$ cat src/rtl/swc_pkg.sv
package swc_pkg;

    typedef enum logic [2:0] {
        ST_IDLE,
        ST_OPC,
        ST_WRSR_DATA,
        ST_WRSR_TAIL,
        ST_WREN_TAIL,
        ST_SKIP
    } ctl_state_t;

    typedef enum logic [1:0] {
        ACT_NONE,
        ACT_WEL_SET,
        ACT_WEL_CLR,
        ACT_APPLY
    } commit_t;

endpackage

$ cat src/rtl/swc_sync.sv
module swc_sync #(
    parameter int WIDTH  = 4,
    parameter int STAGES = 2,
    parameter logic [WIDTH-1:0] RST_VAL = '0
) (
    input  logic             clk,
    input  logic             rst_n,
    input  logic [WIDTH-1:0] d_i,
    output logic [WIDTH-1:0] q_o
);
    logic [WIDTH-1:0] stg [STAGES];

    genvar s;
    generate
        for (s = 0; s < STAGES; s++) begin : g_stage
            if (s == 0) begin : g_first
                always_ff @(posedge clk or negedge rst_n) begin
                    if (!rst_n) stg[s] <= RST_VAL;
                    else        stg[s] <= d_i;
                end
            end else begin : g_next
                always_ff @(posedge clk or negedge rst_n) begin
                    if (!rst_n) stg[s] <= RST_VAL;
                    else        stg[s] <= stg[s-1];
                end
            end
        end
    endgenerate

    assign q_o = stg[STAGES-1];
endmodule

$ cat src/rtl/swc_shift.sv
module swc_shift #(
    parameter int BYTE_W = 8,
    localparam int CNT_W = $clog2(BYTE_W)
) (
    input  logic              clk,
    input  logic              rst_n,
    input  logic              cs_act,
    input  logic              sck_s,
    input  logic              si_s,
    output logic              byte_done,
    output logic [BYTE_W-1:0] byte_val,
    output logic [CNT_W-1:0]  bit_cnt
);
    localparam logic [CNT_W-1:0] LAST = CNT_W'(BYTE_W - 1);

    logic sck_prev;
    logic sck_rise;

    assign sck_rise = sck_s && !sck_prev && cs_act;

    always_ff @(posedge clk or negedge rst_n) begin
        if (!rst_n) begin
            sck_prev  <= 1'b0;
            byte_done <= 1'b0;
            byte_val  <= '0;
            bit_cnt   <= '0;
        end else begin
            sck_prev  <= sck_s;
            byte_done <= 1'b0;
            if (!cs_act) begin
                bit_cnt <= '0;
            end else if (sck_rise) begin
                byte_val <= {byte_val[BYTE_W-2:0], si_s};
                if (bit_cnt == LAST) begin
                    bit_cnt   <= '0;
                    byte_done <= 1'b1;
                end else begin
                    bit_cnt <= bit_cnt + 1'b1;
                end
            end
        end
    end

    // an idle select always leaves the counter at a byte boundary
    assert_cnt_clear_R7: assert property (@(posedge clk) disable iff (!rst_n)
        !cs_act |=> (bit_cnt == '0));

    // a completed byte always leaves the counter at the boundary
    assert_done_wrap_R8: assert property (@(posedge clk) disable iff (!rst_n)
        byte_done |-> (bit_cnt == '0));
endmodule

$ cat src/rtl/swc_ctrl.sv
module swc_ctrl
    import swc_pkg::*;
#(
    parameter int BYTE_W   = 8,
    parameter logic [BYTE_W-1:0] OPC_WRSR = 8'h01,
    parameter logic [BYTE_W-1:0] OPC_WREN = 8'h06,
    parameter int LOCK_BIT = 7,
    parameter int CODE_HI  = 5,
    parameter int CODE_LO  = 2,
    localparam int CNT_W   = $clog2(BYTE_W),
    localparam int CODE_W  = CODE_HI - CODE_LO + 1
) (
    input  logic              clk,
    input  logic              rst_n,
    input  logic              cs_act,
    input  logic              wp_act,
    input  logic              byte_done,
    input  logic [BYTE_W-1:0] byte_val,
    input  logic [CNT_W-1:0]  bit_cnt,
    output logic              lock_o,
    output logic              wel_o,
    output logic              gprot_o,
    output logic              gunprot_o
);
    localparam logic [CODE_W-1:0] CODE_PROT   = '1;
    localparam logic [CODE_W-1:0] CODE_UNPROT = '0;

    ctl_state_t        state, nxt;
    commit_t           act;
    logic              cs_q;
    logic              cs_rise;
    logic              on_boundary;
    logic              lock_new_q;
    logic [CODE_W-1:0] code_q;

    assign cs_rise     = cs_q && !cs_act;
    assign on_boundary = (bit_cnt == '0);

    // next-state selection
    always_comb begin
        nxt = state;
        unique case (state)
            ST_IDLE:      if (cs_act) nxt = ST_OPC;
            ST_OPC: begin
                if (byte_done) begin
                    if (byte_val == OPC_WRSR)      nxt = ST_WRSR_DATA;
                    else if (byte_val == OPC_WREN) nxt = ST_WREN_TAIL;
                    else                           nxt = ST_SKIP;
                end
            end
            ST_WRSR_DATA: if (byte_done) nxt = ST_WRSR_TAIL;
            ST_WRSR_TAIL: nxt = ST_WRSR_TAIL;
            ST_WREN_TAIL: nxt = ST_WREN_TAIL;
            ST_SKIP:      nxt = ST_SKIP;
            default:      nxt = ST_IDLE;
        endcase
        if (cs_rise) nxt = ST_IDLE;
    end

    // commit decision at chip-select release
    always_comb begin
        act = ACT_NONE;
        if (cs_rise) begin
            unique case (state)
                ST_WREN_TAIL: act = on_boundary ? ACT_WEL_SET : ACT_NONE;
                ST_WRSR_DATA: act = ACT_WEL_CLR;
                ST_WRSR_TAIL: begin
                    if (!on_boundary)              act = ACT_WEL_CLR;
                    else if (!wel_o)               act = ACT_WEL_CLR;
                    else if (wp_act && !lock_new_q) act = ACT_WEL_CLR;
                    else                           act = ACT_APPLY;
                end
                default:      act = ACT_NONE;
            endcase
        end
    end

    // state register
    always_ff @(posedge clk or negedge rst_n) begin
        if (!rst_n) begin
            state <= ST_IDLE;
            cs_q  <= 1'b0;
        end else begin
            state <= nxt;
            cs_q  <= cs_act;
        end
    end

    // data capture and status outputs
    always_ff @(posedge clk or negedge rst_n) begin
        if (!rst_n) begin
            lock_new_q <= 1'b0;
            code_q     <= '0;
            lock_o     <= 1'b0;
            wel_o      <= 1'b0;
            gprot_o    <= 1'b0;
            gunprot_o  <= 1'b0;
        end else begin
            gprot_o   <= 1'b0;
            gunprot_o <= 1'b0;
            if (state == ST_WRSR_DATA && byte_done) begin
                lock_new_q <= byte_val[LOCK_BIT];
                code_q     <= byte_val[CODE_HI:CODE_LO];
            end
            unique case (act)
                ACT_WEL_SET: wel_o <= 1'b1;
                ACT_WEL_CLR: wel_o <= 1'b0;
                ACT_APPLY: begin
                    wel_o  <= 1'b0;
                    lock_o <= lock_new_q;
                    if (!lock_o) begin
                        gprot_o   <= (code_q == CODE_PROT);
                        gunprot_o <= (code_q == CODE_UNPROT);
                    end
                end
                default: ;
            endcase
        end
    end

    assert_excl_R5: assert property (@(posedge clk) disable iff (!rst_n)
        !(gprot_o && gunprot_o));

    assert_prior_lock_R6: assert property (@(posedge clk) disable iff (!rst_n)
        (gprot_o || gunprot_o) |-> !$past(lock_o));

    assert_lock_commit_R4: assert property (@(posedge clk) disable iff (!rst_n)
        !cs_rise |=> $stable(lock_o));

    assert_wp_hold_R9: assert property (@(posedge clk) disable iff (!rst_n)
        $fell(lock_o) |-> $past(!wp_act));

    assert_wel_clear_R10: assert property (@(posedge clk) disable iff (!rst_n)
        (cs_rise && (state == ST_WRSR_DATA || state == ST_WRSR_TAIL)) |=> !wel_o);

    assert_no_wel_R3: assert property (@(posedge clk) disable iff (!rst_n)
        (cs_rise && state == ST_WRSR_TAIL && !wel_o) |=> ($stable(lock_o) && !gprot_o && !gunprot_o));
endmodule

$ cat src/rtl/stsreg_wr_ctrl.sv
module stsreg_wr_ctrl #(
    parameter int BYTE_W   = 8,
    parameter int SYNC_STG = 2
) (
    input  logic clk,
    input  logic rst_n,
    input  logic cs_n,
    input  logic sck,
    input  logic si,
    input  logic wp_n,
    output logic lock_o,
    output logic wel_o,
    output logic gprot_o,
    output logic gunprot_o
);
    localparam int CNT_W = $clog2(BYTE_W);

    logic [3:0]        pins_s;
    logic              cs_act, wp_act, sck_s, si_s;
    logic              byte_done;
    logic [BYTE_W-1:0] byte_val;
    logic [CNT_W-1:0]  bit_cnt;

    // pin order {wp_n, cs_n, sck, si}; idle levels at reset
    swc_sync #(.WIDTH(4), .STAGES(SYNC_STG), .RST_VAL(4'b1100)) u_sync (
        .clk   (clk),
        .rst_n (rst_n),
        .d_i   ({wp_n, cs_n, sck, si}),
        .q_o   (pins_s)
    );

    assign wp_act = !pins_s[3];
    assign cs_act = !pins_s[2];
    assign sck_s  = pins_s[1];
    assign si_s   = pins_s[0];

    swc_shift #(.BYTE_W(BYTE_W)) u_shift (
        .clk       (clk),
        .rst_n     (rst_n),
        .cs_act    (cs_act),
        .sck_s     (sck_s),
        .si_s      (si_s),
        .byte_done (byte_done),
        .byte_val  (byte_val),
        .bit_cnt   (bit_cnt)
    );

    swc_ctrl #(.BYTE_W(BYTE_W)) u_ctrl (
        .clk       (clk),
        .rst_n     (rst_n),
        .cs_act    (cs_act),
        .wp_act    (wp_act),
        .byte_done (byte_done),
        .byte_val  (byte_val),
        .bit_cnt   (bit_cnt),
        .lock_o    (lock_o),
        .wel_o     (wel_o),
        .gprot_o   (gprot_o),
        .gunprot_o (gunprot_o)
    );
endmodule

$ cat config.mk
export PLATFORM = sky130hd
export DESIGN_NAME = stsreg_wr_ctrl
export DESIGN_NICKNAME = d
export VERILOG_FILES = /design/src/rtl/swc_pkg.sv /design/src/rtl/swc_sync.sv /design/src/rtl/swc_shift.sv /design/src/rtl/swc_ctrl.sv /design/src/rtl/stsreg_wr_ctrl.sv
export SDC_FILE = /design/constraint.sdc
export NUM_CORES = 1
export LEC_CHECK = 0
export CORE_ASPECT_RATIO = 0.7
export CORE_MARGIN = 5
export CORE_UTILIZATION = 55
export CTS_CLUSTER_DIAMETER = 150
export DETAILED_ROUTE_END_ITERATION = 8
export PLACE_DENSITY = 0.87
export SYNTH_ARGS = -nofsm -noshare
export SYNTH_HDL_FRONTEND = slang
export SYNTH_HIERARCHICAL = 1
export SYNTH_SLANG_ARGS = --single-unit
$ cat constraint.sdc
create_clock -name clk -period 1.8 [get_ports clk]
set_clock_uncertainty 0.05 [all_clocks]
set_input_delay 0.36 -clock clk [delete_from_list [all_inputs] [get_ports clk]]
set_output_delay 0.36 -clock clk [all_outputs]
set_load 0.02 [all_outputs]
# --- Word level (Yosys, flattened, before mapping) ---
# Index checks and enable logic that the tools add are counted.
# Widths: inputs -> output; s select.
classes:
  n_addsub: 1
  n_eq_ne: 15
  mux: 24
  n_bitwise: 1
  reduce_logical: 17
op_table:
  columns: ["op", "count"]
  rows:
  - ["$mux 3", 8]
  - ["$pmux 3 s6", 1]
  - ["$mux 1", 10]
  - ["$eq 3x3->1 const B", 3]
  - ["$ne 3x2->1 const B", 3]
  - ["$eq 8x1->1 const B", 1]
  - ["$eq 8x3->1 const B", 1]
  - ["$eq 3x2->1 const B", 2]
  - ["$logic_not 3->1", 2]
  - ["$mux 2", 3]
  - ["$pmux 2 s3", 1]
  - ["$logic_and 1x1->1", 5]
  - ["$eq 2x2->1 const B", 2]
  - ["$eq 4x4->1 const B", 1]
  - ["$logic_not 1->1", 4]
  - ["$logic_not 4->1", 1]
  - ["$reduce_bool 2->1", 2]
  - ["$add 3x1->3 const B", 1]
  - ["$eq 3x1->1 const B", 1]
  - ["$reduce_and 3->1", 1]
  - ["$eq 2x1->1 const B", 1]
  - ["$pmux 1 s2", 1]
  - ["$reduce_and 2->1", 1]
  - ["$reduce_or 2->1", 1]
  - ["$not 1->1", 1]
totals:
  register_bits: 34

# --- Logic depth before layout (Yosys ltp) ---
# Gate-level depths: netlist (run 1).
depth:
  depth_word: 10
  depth_mapped: 6

# --- By module ---
# The synthesis (run 1) kept the hierarchy.
by_module_without_submodules:
  columns: ["mod", "instances", "cells_each", "area_per_inst_um2", "seq_area_each_um2"]
  rows:
  - ["swc_ctrl", 1, 54, 623.1, 325.3]
  - ["swc_shift", 1, 35, 580.6, 325.3]
  - ["swc_sync", 1, 12, 235.2, 205.2]
  - ["stsreg_wr_ctrl", 1, 2, 7.5, 0.0]

# --- Worst setup path before layout (run 1) ---
# Ideal clock, no wire load.
synth_timing:
  kind: "register to register"
  start: "register u_sync.stg (netlist bit u_sync/q_o[2])"
  end: "register u_ctrl.lock_o"
  setup_ps: 125
  arrival_ps: 1478
  slack_ps: 147
  stages_incl_launch_ff: 7
  n_path_buf: 1
  period_less_slack_ps: 1653
  path_cell_list: "dfstp_2 -> buf_4 -> inv_1 -> nand2b_1 -> nor4_2 -> nand3_1 -> mux2_2"
synth_via:
  elab_chain_cells: 3
synth_rtl:
  columns: ["element", "line_no", "text"]
  rows:
  - ["from (decl)", "swc_sync.sv:11", "logic [WIDTH-1:0] stg [STAGES];"]
  - ["from (signal, indexed assignment)", "swc_sync.sv:24", "else stg[s] <= stg[s-1];"]
  - ["$logic_and 1x1->1", "swc_ctrl.sv:36", "assign cs_rise = cs_q && !cs_act;"]
  - ["$mux 2", "swc_ctrl.sv:63", "if (cs_rise) begin"]
  - ["$eq 2x2->1", "swc_ctrl.sv:105", "unique case (act)"]
  - ["to (signal assigned)", "swc_ctrl.sv:110", "lock_o <= lock_new_q;"]
  - ["to (decl)", "swc_ctrl.sv:20", "output logic lock_o,"]
# Every way passes these cells.
# A chain may end at the register's enable or synchronous reset.

# --- Worst setup path after layout (run 1) ---
layout_timing:
  start: "register u_ctrl.lock_o"
  end: "output port lock_o"
layout_rtl:
  columns: ["element", "line_no", "text"]
  rows:
  - ["to (decl)", "stsreg_wr_ctrl.sv:11", "output logic lock_o,"]
# No word-level cell between the ends.

==> results of run 1 <==
cell usage after synthesis (2+ instances only):
library cell / n / area (µm²)
dfrtp_1: 30 / 750.7
mux2_4: 8 / 120.1
mux2_2: 7 / 78.83
nor2b_1: 6 / 37.54
nor3_1: 5 / 25.02
buf_4: 4 / 30.03
dfstp_2: 4 / 105.1
nor2_1: 4 / 15.01
inv_1: 3 / 11.26
mux2i_1: 3 / 30.03
nand2_1: 3 / 11.26
nand2b_1: 3 / 18.77
a31oi_1: 2 / 12.51
ha_1: 2 / 25.02
nand3_1: 2 / 10.01
o32ai_1: 2 / 17.52
state kept, by name, summed over array words and instances, names as in the netlist:
register and cells:
u_shift/byte_val 8, u_ctrl/code_q 4, u_sync/q_o 4, u_sync/stg 4, u_ctrl/state 3, u_shift/bit_cnt 3, u_ctrl/cs_q 1, u_ctrl/gprot_o 1
u_ctrl/gunprot_o 1, u_ctrl/lock_new_q 1, u_ctrl/lock_o 1, u_ctrl/wel_o 1, u_shift/byte_done 1, u_shift/sck_prev 1
layout make-up:
| class | instances | area share [%] |
|---|---|---|
| clock buffers | 7 | 5.251 |
| clock inverters | 1 | 0.3044 |
| inverters | 4 | 0.9132 |
| multi-input cells | 60 | 32.50 |
| flip-flops and latches | 34 | 52.05 |
| well taps | 34 | 2.588 |
| repair buffers | 11 | 6.393 |
layer usage:
layer  wire (µm)  track usage [%]  share of wire, %
met1        1058            19.63                48
met2        1002            21.49                45
met3         132            4.554               5.9
met4          31            8.438               1.4
met5           0                0                 0
how the worst max path moves through the flow:
stage	start	end	slack, ns	depth (start not counted)
floorplan	u_sync/q_o[2]	u_ctrl/lock_o	0.15	6
global placement	u_sync/q_o[2]	u_ctrl/lock_o	0.32	5
detailed placement	u_sync/q_o[2]	u_ctrl/lock_o	0.26	5
CTS	u_ctrl/lock_o	lock_o	0.08	1
global route	u_ctrl/lock_o	lock_o	0.04	1
finish	u_ctrl/lock_o	lock_o	0.10	1
per-stage QoR:
| stage | std cells | hold slack, ns | utilization (%) | instance area, µm² |
|---|---|---|---|---|
| 2_1_floorplan | 103 | 0.01441 | - | 1446 |
| 3_3_place_gp | 143 | 0.2813 | 62.21 | 1553 |
| 3_5_place_dp | 143 | 0.2870 | 62.21 | 1553 |
| 4_1_cts | 151 | 0.3024 | 65.86 | 1644 |
| 5_1_grt | 151 | 0.3176 | 65.86 | 1644 |
| 6_report | 151 | 0.2995 | 65.86 | 1644 |
logic make-up (layout without fill, tap and decap cells):
logic type | count (synthesis) | after routing | synth area share (%)
flip-flops | 34 | 34 | 59.17
AO/OA/AOI/OAI | 8 | 8 | 3.892
AND/OR/NAND/NOR | 32 | 32 | 15.48
buffers and inverters | 9 | 23 | 3.892
multiplexers | 18 | 18 | 15.83
adder cells (fa/ha/maj) | 2 | 2 | 1.730
where the power goes:
group          switching [mW]  internal, mW  leakage [nW]
clock network           0.253         0.308        0.0482
logic                   0.111         0.176         0.285
registers               0.120         0.871         0.432
==> impl_summary.txt, run 1 <==
----------------------------------------------------
[Status]
  Outcome ... finished clean

[Detailed routing]
  Iteration-0 DRC count of the detailed router ... 60
  Routed Wire Length ... 2225 µm
  Number of vias per cell ... 5.424
  Post-route DRC ... 0
  Average routed wire per standard cell ... 14.74 µm
  Via count of the routed design ... 819
  Antenna-violating nets left ... 0
  Number of iterations in the first detailed-routing pass ... 4

[Clocking]
  CTS tree ... built
  Clock transition time at the flip-flop clock pins of the worst setup and hold paths ... 0.06 ns
  CTS Hold Buffers Added ... 0
  Total CTS buffers ... 5
  Later-pin clock latency in the skew report ... 0.28 ns
  Maximum count of clock buffers along a single path ... 2
  Number of levels the H-tree was split into ... 2
  Post-CTS setup repair buffer count ... 0
  Clock root buffer ... clkbuf_8
  Number of resized instances in the post-cts repair step ... 0
  Clock net sink count ... 34

[Floorplanning]
  Horizontal die dimension ... 71.30 µm
  Total core area ... 2496 µm²
  Cell row count ... 15
  Die height ... 52.91 µm
  Area of the die ... 3772 µm²
  Top-level port count ... 10
  Starting density of the core ... 57.94%

[Cells and area]
  Flip-flop and latch area ... 855.8 µm²
  Area added between synthesis and finish ... 13.67%
  Fraction of final layout cells with drive strength greater than 1 ... 28.21%
  Most common cell after layout, fill and taps aside ... dfrtp_1
  Count of antenna diodes in the layout ... 0
  Highest-count cells in the layout ignoring fill and taps ... 30 x dfrtp_1, 9 x clkdlybuf4s50_1, 8 x mux2_4, 7 x mux2_2
  Count of fill cells added during filler insertion ... 162
  Total Nets Final ... 124
  Total area of multi-input combinational cells ... 534.3 µm²

[Synth]
  Average cell area after synthesis ... 14.04 µm²
  Net Count, Synth ... 111
  Predominant post-synthesis flop cell ... dfrtp_1
  Number of distinct standard cells referenced by the synthesized netlist ... 31
  Share of flip-flops with an asynchronous set or reset after synthesis ... 100.0%
  Post-Synthesis Cell Area ... 1446 µm²
  Total of warnings raised by yosys ... 6
  Part of the Yosys area used for sequential elements ... 59.17%
  Syn Inst Count ... 103
  Synthesized flop and latch total ... 34
  Count of flip-flops with a built-in enable after synthesis ... 0

[Setup path]
  R2R Setup Slk ... 0.24 ns
  Reg2reg path depth ... 5
  CP Class ... flop to output pin
  Critical path's slowest cell ... clkdlybuf4s50_1
  Max Fanout on Critical Path ... 4
  Cell breakdown of the critical path ... clkdlybuf4s50_1
  CP top delay family ... buffers and inverters
  WP data required ... 1.39 ns
  Endpoint kind of the worst setup timing path ... output pin
  Reg-to-reg endpoint ... u_ctrl/lock_o
  Crit-path max cell delay ... 0.62 ns
  Startpoint class of the critical path ... flop
  Data arrival time at the worst-slack endpoint ... 1.29 ns
  FF-to-FF Start ... u_sync/q_o[2]
  Worst path bufs/invs ... 1

[Power]
  Cell area power density ... 1118 nW/µm²
  Post-route total power ... 1.839 mW
  Peak supply drop ... 0.6749 mV
  P_leak ... 0.7653 nW

[STA]
  Worst slew margin relative to its limit ... 73.27%
  Actual transition at the worst max-transition pin ... 0.4010 ns
  Setup repair after global routing missed its margin ... no
  Final slew viol count ... 0
  Hold violation count in the final report ... 0
  Final TNS setup ... 0 ns
  Final clock period utilization by the worst path ... 94.17%
  Clock period minus final worst setup slack ... 1.695 ns
  Count of final setup violators ... 0
  Max Fclk ... 0.5899 GHz
  Final WS setup ... 0.1049 ns

[GRT]
  Overall Global Routing Usage ... 14.79%
  GR Overflow Total ... 0
  Number of antenna violations at the first check in global routing ... 0
  Largest net degree at the start of global routing ... 35
  First-pass GRT wire length ... 4091 µm
  Via count of the first global-routing pass ... 860

[Min path]
  Path class of the lowest-slack min-delay path ... flop to flop
  Hold worst-path end ... u_sync/q_o[1]
  Min-Delay Path Depth ... 0
  Worst min-delay path startpoint ... u_sync/stg[5]

[Placed design]
  Port bufs ... 9
  Hpwl dp ... 1579 µm
  Post-Place Worst Slack ... 0.2587 ns
  Gp weighted congestion ... 0.7892

[Job]
  Max cap viols ... 0

----------------------------------------------------
Note: power is estimated with default switching activity, not from simulation.
==> run 2: changes to the inputs <==
--- a/config.mk
+++ b/config.mk
@@ -5,6 +5,7 @@
 export SDC_FILE = /design/constraint.sdc
 export NUM_CORES = 1
 export LEC_CHECK = 0
+export CAP_MARGIN = 20
 export CORE_ASPECT_RATIO = 0.7
 export CORE_MARGIN = 5
 export CORE_UTILIZATION = 55
==> constraint.sdc (replaced) <==
create_clock -name clk -period 1.6 [get_ports clk]
set_clock_uncertainty 0.05 [all_clocks]
set_input_delay 0.32 -clock clk [delete_from_list [all_inputs] [get_ports clk]]
set_output_delay 0.32 -clock clk [all_outputs]
set_load 0.02 [all_outputs]
==> run 2 against run 1 <==
Net effect: via count is 3.1% higher; highest routed layer unchanged; largest power group unchanged; global-route usage is 1.5 points higher; sequential power is 14% higher; routed wire length is 14% higher; sequential cell count stayed put; cell count is 1.3% higher.
==> impl_summary.txt, run 2 (synthesis results as in run 1) <==
----------------------------------------------------
[Setup path]
  Max Fanout on Critical Path ... 1 (was 4)
  Startpoint class of the critical path ... flop (unchanged)
  Cell breakdown of the critical path ... clkdlybuf4s50_1 (unchanged)
  Data arrival time at the worst-slack endpoint ... 1.20 ns (was 1.29 ns)
  Endpoint kind of the worst setup timing path ... output pin (unchanged)
  Reg2reg path depth ... 5 (unchanged)
  R2R Setup Slk ... 0.08 ns (was 0.24 ns)
  CP top delay family ... buffers and inverters (unchanged)
  Critical path's slowest cell ... clkdlybuf4s50_1 (unchanged)
  Worst path bufs/invs ... 1 (unchanged)
  FF-to-FF Start ... u_sync/q_o[2] (unchanged)
  WP data required ... 1.23 ns (was 1.39 ns)
  CP Class ... flop to output pin (unchanged)
  Reg-to-reg endpoint ... u_ctrl/state[0] (was u_ctrl/lock_o)
  Crit-path max cell delay ... 0.59 ns (was 0.62 ns)

[STA]
  Max Fclk ... 0.6358 GHz
  Worst slew margin relative to its limit ... 72.25% (was 73.27%)
  Final slew viol count ... 0 (unchanged)
  Actual transition at the worst max-transition pin ... 0.4145 ns (was 0.4010 ns)
  Hold violation count in the final report ... 0 (unchanged)
  Count of final setup violators ... 0 (unchanged)
  Setup repair after global routing missed its margin ... no (unchanged)
  Final clock period utilization by the worst path ... 98.30%
  Clock period minus final worst setup slack ... 1.573 ns

[Clocking]
  Clock net sink count ... 34 (unchanged)
  Clock root buffer ... clkbuf_8 (unchanged)
  Maximum count of clock buffers along a single path ... 2 (unchanged)
  CTS tree ... built (unchanged)
  Later-pin clock latency in the skew report ... 0.29 ns (was 0.28 ns)
  Number of levels the H-tree was split into ... 2 (unchanged)
  Clock transition time at the flip-flop clock pins of the worst setup and hold paths ... 0.07 ns (was 0.06 ns)
  Total CTS buffers ... 5 (unchanged)
  CTS Hold Buffers Added ... 0 (unchanged)

[Floorplanning]
  Total core area ... 2496 µm² (unchanged)
  Horizontal die dimension ... 71.30 µm (unchanged)
  Cell row count ... 15 (unchanged)
  Area of the die ... 3772 µm² (unchanged)
  Starting density of the core ... 57.94% (unchanged)
  Top-level port count ... 10 (unchanged)
  Die height ... 52.91 µm (unchanged)

[Cells and area]
  Max FFs per register ... 8 (unchanged)
  Most common cell after layout, fill and taps aside ... dfrtp_1 (unchanged)
  Fraction of final layout cells with drive strength greater than 1 ... 33.61% (was 28.21%)
  Area added between synthesis and finish ... 16.78% (was 13.67%)
  Final core utilization ... 67.67% (was 65.86%)
  Highest-count cells in the layout ignoring fill and taps ... 28 x dfrtp_1, 8 x mux2_4, 7 x mux2_2 (was 30 x dfrtp_1, 9 x clkdlybuf4s50_1, 8 x mux2_4, 7 x mux2_2)
  Count of fill cells added during filler insertion ... 168 (was 162)
  Register bank with the most flops ... u_shift/byte_val (unchanged)
  Total Nets Final ... 126 (was 124)
  Count of antenna diodes in the layout ... 0 (unchanged)

[Detailed routing]
  Number of iterations in the first detailed-routing pass ... 4 (unchanged)
  Antenna-violating nets left ... 0 (unchanged)
  Iteration-0 DRC count of the detailed router ... 43 (was 60)
  Via count of the routed design ... 844 (was 819)
  Number of vias per cell ... 5.516 (was 5.424)
  Average routed wire per standard cell ... 16.57 µm (was 14.74 µm)
  Routed Wire Length ... 2535 µm (was 2225 µm)
  Post-route DRC ... 0 (unchanged)

[Min path]
  Hold worst-path end ... u_sync/q_o[1] (unchanged)
  Path class of the lowest-slack min-delay path ... flop to flop (unchanged)
  Worst min-delay path startpoint ... u_sync/stg[5] (unchanged)
  Min-Delay Path Depth ... 0 (unchanged)

[Job]
  Max cap viols ... 0 (unchanged)

[Power]
  Cell area power density ... 1268 nW/µm² (was 1118 nW/µm²)
  P_leak ... 0.8061 nW (was 0.7653 nW)
  Post-route total power ... 2.142 mW (was 1.839 mW)
  Power share of the clock group ... 30.3% (was 30.5%)
  Share of power burned in combinational logic ... 17.0% (was 15.6%)
  Net Switching ... 0.6067 mW (was 0.4840 mW)
  Switching fraction of total power ... 28.33% (was 26.33%)
  Internal power consumption ... 1.535 mW (was 1.355 mW)
  Peak supply drop ... 0.6320 mV (was 0.6749 mV)
  Part of the total power dissipated in sequential elements ... 52.7% (was 53.9%)

[Status]
  Outcome ... finished clean (unchanged)

[GRT]
  Number of antenna violations at the first check in global routing ... 0 (unchanged)
  Via count of the first global-routing pass ... 906 (was 860)
  Largest net degree at the start of global routing ... 35 (unchanged)
  Overall Global Routing Usage ... 16.28% (was 14.79%)
  First-pass GRT wire length ... 4340 µm (was 4091 µm)
  GR Overflow Total ... 0 (unchanged)

[Placed design]
  Port bufs ... 9 (unchanged)
  Hpwl dp ... 1681 µm (was 1579 µm)
  Gp weighted congestion ... 0.8359 (was 0.7892)

----------------------------------------------------
## run 2: worst max path at each step
stage	cells past startpoint	startpoint	slack, ns	to
CTS	1	u_ctrl/gunprot_o	0.009	gunprot_o
detailed placement	5	u_sync/q_o[2]	0.04	u_ctrl/state[1]
finish	1	u_ctrl/gprot_o	0.03	gprot_o
floorplan	6	u_sync/q_o[2]	-0.05	u_ctrl/lock_o
global placement	5	u_sync/q_o[2]	0.11	u_ctrl/lock_o
global route	3	u_ctrl/state[1]	0.002	u_ctrl/code_q[0]
## run 2: stage by stage
step / setup WS [ns] / instance area, µm² / hold WS, ns / setup TNS (ns) / cells
after CTS: 0.008789 / 1672 / 0.2988 / 0 / 152
after global routing: 0.001828 / 1689 / 0.3089 / 0 / 153
after global placement: 0.1116 / 1573 / 0.2813 / 0 / 144
after detailed placement: 0.04345 / 1573 / 0.2847 / 0 / 144
after floorplan: -0.05263 / 1446 / -0.02559 / -0.05263 / 103
final: 0.02728 / 1689 / 0.2984 / 0 / 153
## run 2: cell type report
cell class | count | area, µm² | share of cell area, %
clock inverters | 2 | 12.51 | 0.7407
clock buffers | 6 | 82.58 | 4.889
well taps | 34 | 42.54 | 2.519
inverters | 4 | 15.01 | 0.8889
flip-flops and latches | 34 | 858.3 | 50.81
multi-input cells | 60 | 545.5 | 32.30
repair buffers | 13 | 132.6 | 7.852
## run 2: power groups by stage
stage                     combinational [mW]  sequential [mW]  clock (mW)
after floorplan                        0.270             1.08           0
after global placement                 0.317             1.12           0
after detailed placement               0.340             1.14           0
after CTS                              0.365             1.12       0.669
after global routing                   0.387             1.15       0.699
final                                  0.364             1.13       0.649
## run 2: layer usage
metal,track usage (%),vias to the layer above,routed length (µm)
met3,5.123,12,165
met2,28.51,30,1224
met4,10.94,0,70
li1,-,392,-
met1,17.01,410,1074
met5,0,-,0
## run 2: what timing repair did
item / in CTS / in global routing
resized for setup: 3 / 4
endpoints found under the setup margin: 4 / 7
setup buffers: 0 / 1
pin swaps: 0 / 1
==> run 3: changes to the inputs <==
--- a/config.mk
+++ b/config.mk
@@ -5,11 +5,13 @@
 export SDC_FILE = /design/constraint.sdc
 export NUM_CORES = 1
 export LEC_CHECK = 0
+export ABC_AREA = 1
 export CAP_MARGIN = 20
 export CORE_ASPECT_RATIO = 0.7
 export CORE_MARGIN = 5
 export CORE_UTILIZATION = 55
-export CTS_CLUSTER_DIAMETER = 150
+export CTS_BUF_LIST = sky130_fd_sc_hd__clkbuf_8 sky130_fd_sc_hd__clkbuf_16
+export CTS_CLUSTER_DIAMETER = 30
 export DETAILED_ROUTE_END_ITERATION = 8
 export PLACE_DENSITY = 0.87
 export SYNTH_ARGS = -nofsm -noshare
==> run 3 against run 2 <==
Net effect: critical path depth did not move; worst setup slack better by 0.18 ns; first-iteration DRC count rose by 84%; clock-buffer cell count stayed put; global-route usage increased by 1.2 points; total power rose by 7.0%; fmax up 13%; critical path type unchanged; critical endpoint is now lock_o.
==> impl_summary.txt, run 3 <==
----------------------------------------------------
[STA]
  Clock period minus final worst setup slack ... 1.390 ns (was 1.573 ns)
  Final slew viol count ... 0 (unchanged)
  Actual transition at the worst max-transition pin ... 0.3271 ns (was 0.4145 ns)
  Hold_ws ... 0.3026 ns (was 0.2984 ns)
  Hold violation count in the final report ... 0 (unchanged)
  Max Fclk ... 0.7193 GHz (was 0.6358 GHz)
  Count of final setup violators ... 0 (unchanged)
  Setup repair after global routing missed its margin ... no (unchanged)
  Final TNS setup ... 0 ns (unchanged)
  Final clock period utilization by the worst path ... 86.89% (was 98.30%)
  Worst slew margin relative to its limit ... 78.11% (was 72.25%)

[Placed design]
  Hpwl dp ... 2107 µm (was 1681 µm)
  Port bufs ... 9 (unchanged)
  Gp weighted congestion ... 0.8208 (was 0.8359)

[Setup path]
  Crit. path cell count ... 1 (unchanged)
  Startpoint class of the critical path ... flop (unchanged)
  Critical path's slowest cell ... dfrtp_1 (was clkdlybuf4s50_1)
  CP Class ... flop to output pin (unchanged)
  Cell breakdown of the critical path ... dlygate4sd2_1 (was clkdlybuf4s50_1)
  Crit-path max cell delay ... 0.40 ns (was 0.59 ns)
  Data arrival time at the worst-slack endpoint ... 1.02 ns (was 1.20 ns)
  Worst path bufs/invs ... 1 (unchanged)
  CP top delay family ... flip-flops (was buffers and inverters)
  WP data required ... 1.23 ns (about the same)
  Endpoint kind of the worst setup timing path ... output pin (unchanged)
  Reg2reg path depth ... 7 (was 5)
  Max Fanout on Critical Path ... 4 (was 1)

[Cells and area]
  Total area of multi-input combinational cells ... 588.1 µm² (was 545.5 µm²)
  Flip-flop and latch area ... 855.8 µm² (was 858.3 µm²)
  Highest-count cells in the layout ignoring fill and taps ... 52 x nand2_1, 30 x dfrtp_1, 22 x nor2_1, 18 x nand3_1, 13 x inv_1 (was 28 x dfrtp_1, 8 x mux2_4, 7 x mux2_2)
  Fraction of final layout cells with drive strength greater than 1 ... 20.21% (was 33.61%)
  Max FFs per register ... 8 (unchanged)
  Count of antenna diodes in the layout ... 0 (unchanged)
  Most common cell after layout, fill and taps aside ... nand2_1 (was dfrtp_1)
  Register bank with the most flops ... u_shift/byte_val (unchanged)
  Count of fill cells added during filler insertion ... 218 (was 168)
  Total Nets Final ... 195 (was 126)
  Area added between synthesis and finish ... 12.67% (was 16.78%)

[Floorplanning]
  Die height ... 54.71 µm (was 52.91 µm)
  Cell row count ... 16 (was 15)
  Starting density of the core ... 56.84% (was 57.94%)
  Total core area ... 2763 µm² (was 2496 µm²)
  Horizontal die dimension ... 73.87 µm (was 71.30 µm)
  Area of the die ... 4041 µm² (was 3772 µm²)
  Top-level port count ... 10 (unchanged)

[Detailed routing]
  Iteration-0 DRC count of the detailed router ... 79 (was 43)
  Via count of the routed design ... 1142 (was 844)
  Antenna-violating nets left ... 0 (unchanged)
  Number of vias per cell ... 5.098 (was 5.516)
  Number of iterations in the first detailed-routing pass ... 4 (unchanged)
  Routed Wire Length ... 2968 µm (was 2535 µm)
  Post-route DRC ... 0 (unchanged)
  Average routed wire per standard cell ... 13.25 µm (was 16.57 µm)

[Synth]
  Post-synth top area cell ... dfrtp_1 (unchanged)
  Count of flip-flops with a built-in enable after synthesis ... 0 (unchanged)
  Share of Yosys cell area claimed by the top area cell type ... 47.81% (was 51.90%)
  Ranking of synthesized cells by area ... dfrtp_1 48%, nand2_1 12%, dfstp_2 6.7% (was dfrtp_1 52%, mux2_4 8.3%, dfstp_2 7.3%)
  Part of the Yosys area used for sequential elements ... 54.50% (was 59.17%)
  Net Count, Synth ... 184 (was 111)
  Average cell area after synthesis ... 8.922 µm² (was 14.04 µm²)
  Most common cell in the netlist ... nand2_1 (was dfrtp_1)
  Total of warnings raised by yosys ... 6 (unchanged)
  Number of distinct standard cells referenced by the synthesized netlist ... 22 (was 31)
  Post-Synthesis Cell Area ... 1570 µm² (was 1446 µm²)
  Commonest cells in the netlist ... 52 x nand2_1, 30 x dfrtp_1, 22 x nor2_1, 18 x nand3_1, 12 x inv_1 (was 30 x dfrtp_1, 8 x mux2_4, 7 x mux2_2, 6 x nor2b_1, 5 x nor3_1)
  Predominant post-synthesis flop cell ... dfrtp_1 (unchanged)
  Share of flip-flops with an asynchronous set or reset after synthesis ... 100.0% (unchanged)
  Synthesized flop and latch total ... 34 (unchanged)
  Syn Inst Count ... 176 (was 103)

[GRT]
  Number of antenna violations at the first check in global routing ... 0 (unchanged)
  GR Overflow Total ... 0 (unchanged)
  First-pass GRT wire length ... 4988 µm (was 4340 µm)
  Global-route layer with the greatest usage ... met2 (unchanged)
  Overall Global Routing Usage ... 17.45% (was 16.28%)
  Global-route track usage on met2 ... 28.24% (was 28.51%)
  Largest net degree at the start of global routing ... 35 (unchanged)
  Global-route met1 utilization ... 21.18% (was 17.01%)
  Routing usage on met3 ... 4.954% (was 5.123%)
  Via count of the first global-routing pass ... 1104 (was 906)

[Job]
  Max cap viols ... 0 (unchanged)

[Min path]
  Min-Delay Path Depth ... 0 (unchanged)
  Path class of the lowest-slack min-delay path ... flop to flop (unchanged)

[Status]
  Outcome ... finished clean (unchanged)

[Power]
  Cell area power density ... 1295 nW/µm² (was 1268 nW/µm²)
  Peak supply drop ... 0.7541 mV (was 0.6320 mV)
  P_leak ... 0.9742 nW (was 0.8061 nW)

[Clocking]
  Clock net sink count ... 34 (unchanged)
  Maximum count of clock buffers along a single path ... 2 (unchanged)
  Total CTS buffers ... 5 (unchanged)
  Number of levels the H-tree was split into ... 2 (unchanged)
  Clock root buffer ... clkbuf_8 (unchanged)
  CTS tree ... built (unchanged)
  Later-pin clock latency in the skew report ... 0.29 ns (about the same)
  Clock transition time at the flip-flop clock pins of the worst setup and hold paths ... 0.06 ns (was 0.07 ns)

----------------------------------------------------
## run 3: metrics by stage
stage          utilization (%)  area (µm²)  setup WS (ns)  instances  power [mW]
2_1_floorplan                -        1570         0.2851        176       1.525
6_report                 64.04        1769         0.2097        224       2.292
5_1_grt                  64.04        1769         0.1547        224       2.448
4_1_cts                  63.86        1764       0.009812        224       2.309
3_3_place_gp             60.64        1675         0.2564        216       1.642
3_5_place_dp             60.64        1675         0.2427        216       1.678
## run 3: worst paths after layout
check	start	to	slack, ns
max	u_ctrl/lock_o	lock_o	0.21
min	u_sync/stg[5]	u_sync/q_o[1]	0.30
max reg2reg	u_sync/q_o[2]	u_ctrl/lock_o	0.21
min reg2reg	u_sync/stg[5]	u_sync/q_o[1]	0.30
max in group asynchronous	rst_n	u_sync/q_o[3]	0.91
min in group asynchronous	rst_n	u_ctrl/code_q[0]	0.34
## run 3: where the power goes
group | switching [mW] | internal (mW)
registers | 0.110 | 0.970
clock network | 0.298 | 0.340
logic | 0.364 | 0.210
## run 3: cell type report
type | count | share of cell area [%]
Inverter | 17 | 3.890
Clock inverter | 2 | 0.4950
Clock buffer | 6 | 4.668
Tap cell | 36 | 2.546
Sequential cell | 34 | 48.37
Timing Repair Buffer | 11 | 6.789
Multi-Input combinational cell | 118 | 33.24
## run 3: cells by family (layout without fill, tap and decap cells)
| family | count (synthesis) | in the layout | share of synthesized area [%] |
|---|---|---|---|
| flip-flops | 34 | 34 | 54.50 |
| adder cells (fa/ha/maj) | 2 | 2 | 1.593 |
| AO/OA/AOI/OAI | 5 | 5 | 2.789 |
| AND/OR/NAND/NOR | 111 | 111 | 33.07 |
| buffers and inverters | 24 | 36 | 8.047 |
## run 3: repair_timing
item,4_1_cts,5_1_grt
hold buffers,0,0
buffers inserted,0,0
gates resized for setup,2,2
endpoints found under the setup margin,2,2
## run 3: metal layers
metal	up-vias	share of wire, %
li1	566	-
met1	542	43
met2	28	49
met3	6	5.6
met4	0	2.2
met5	-	0
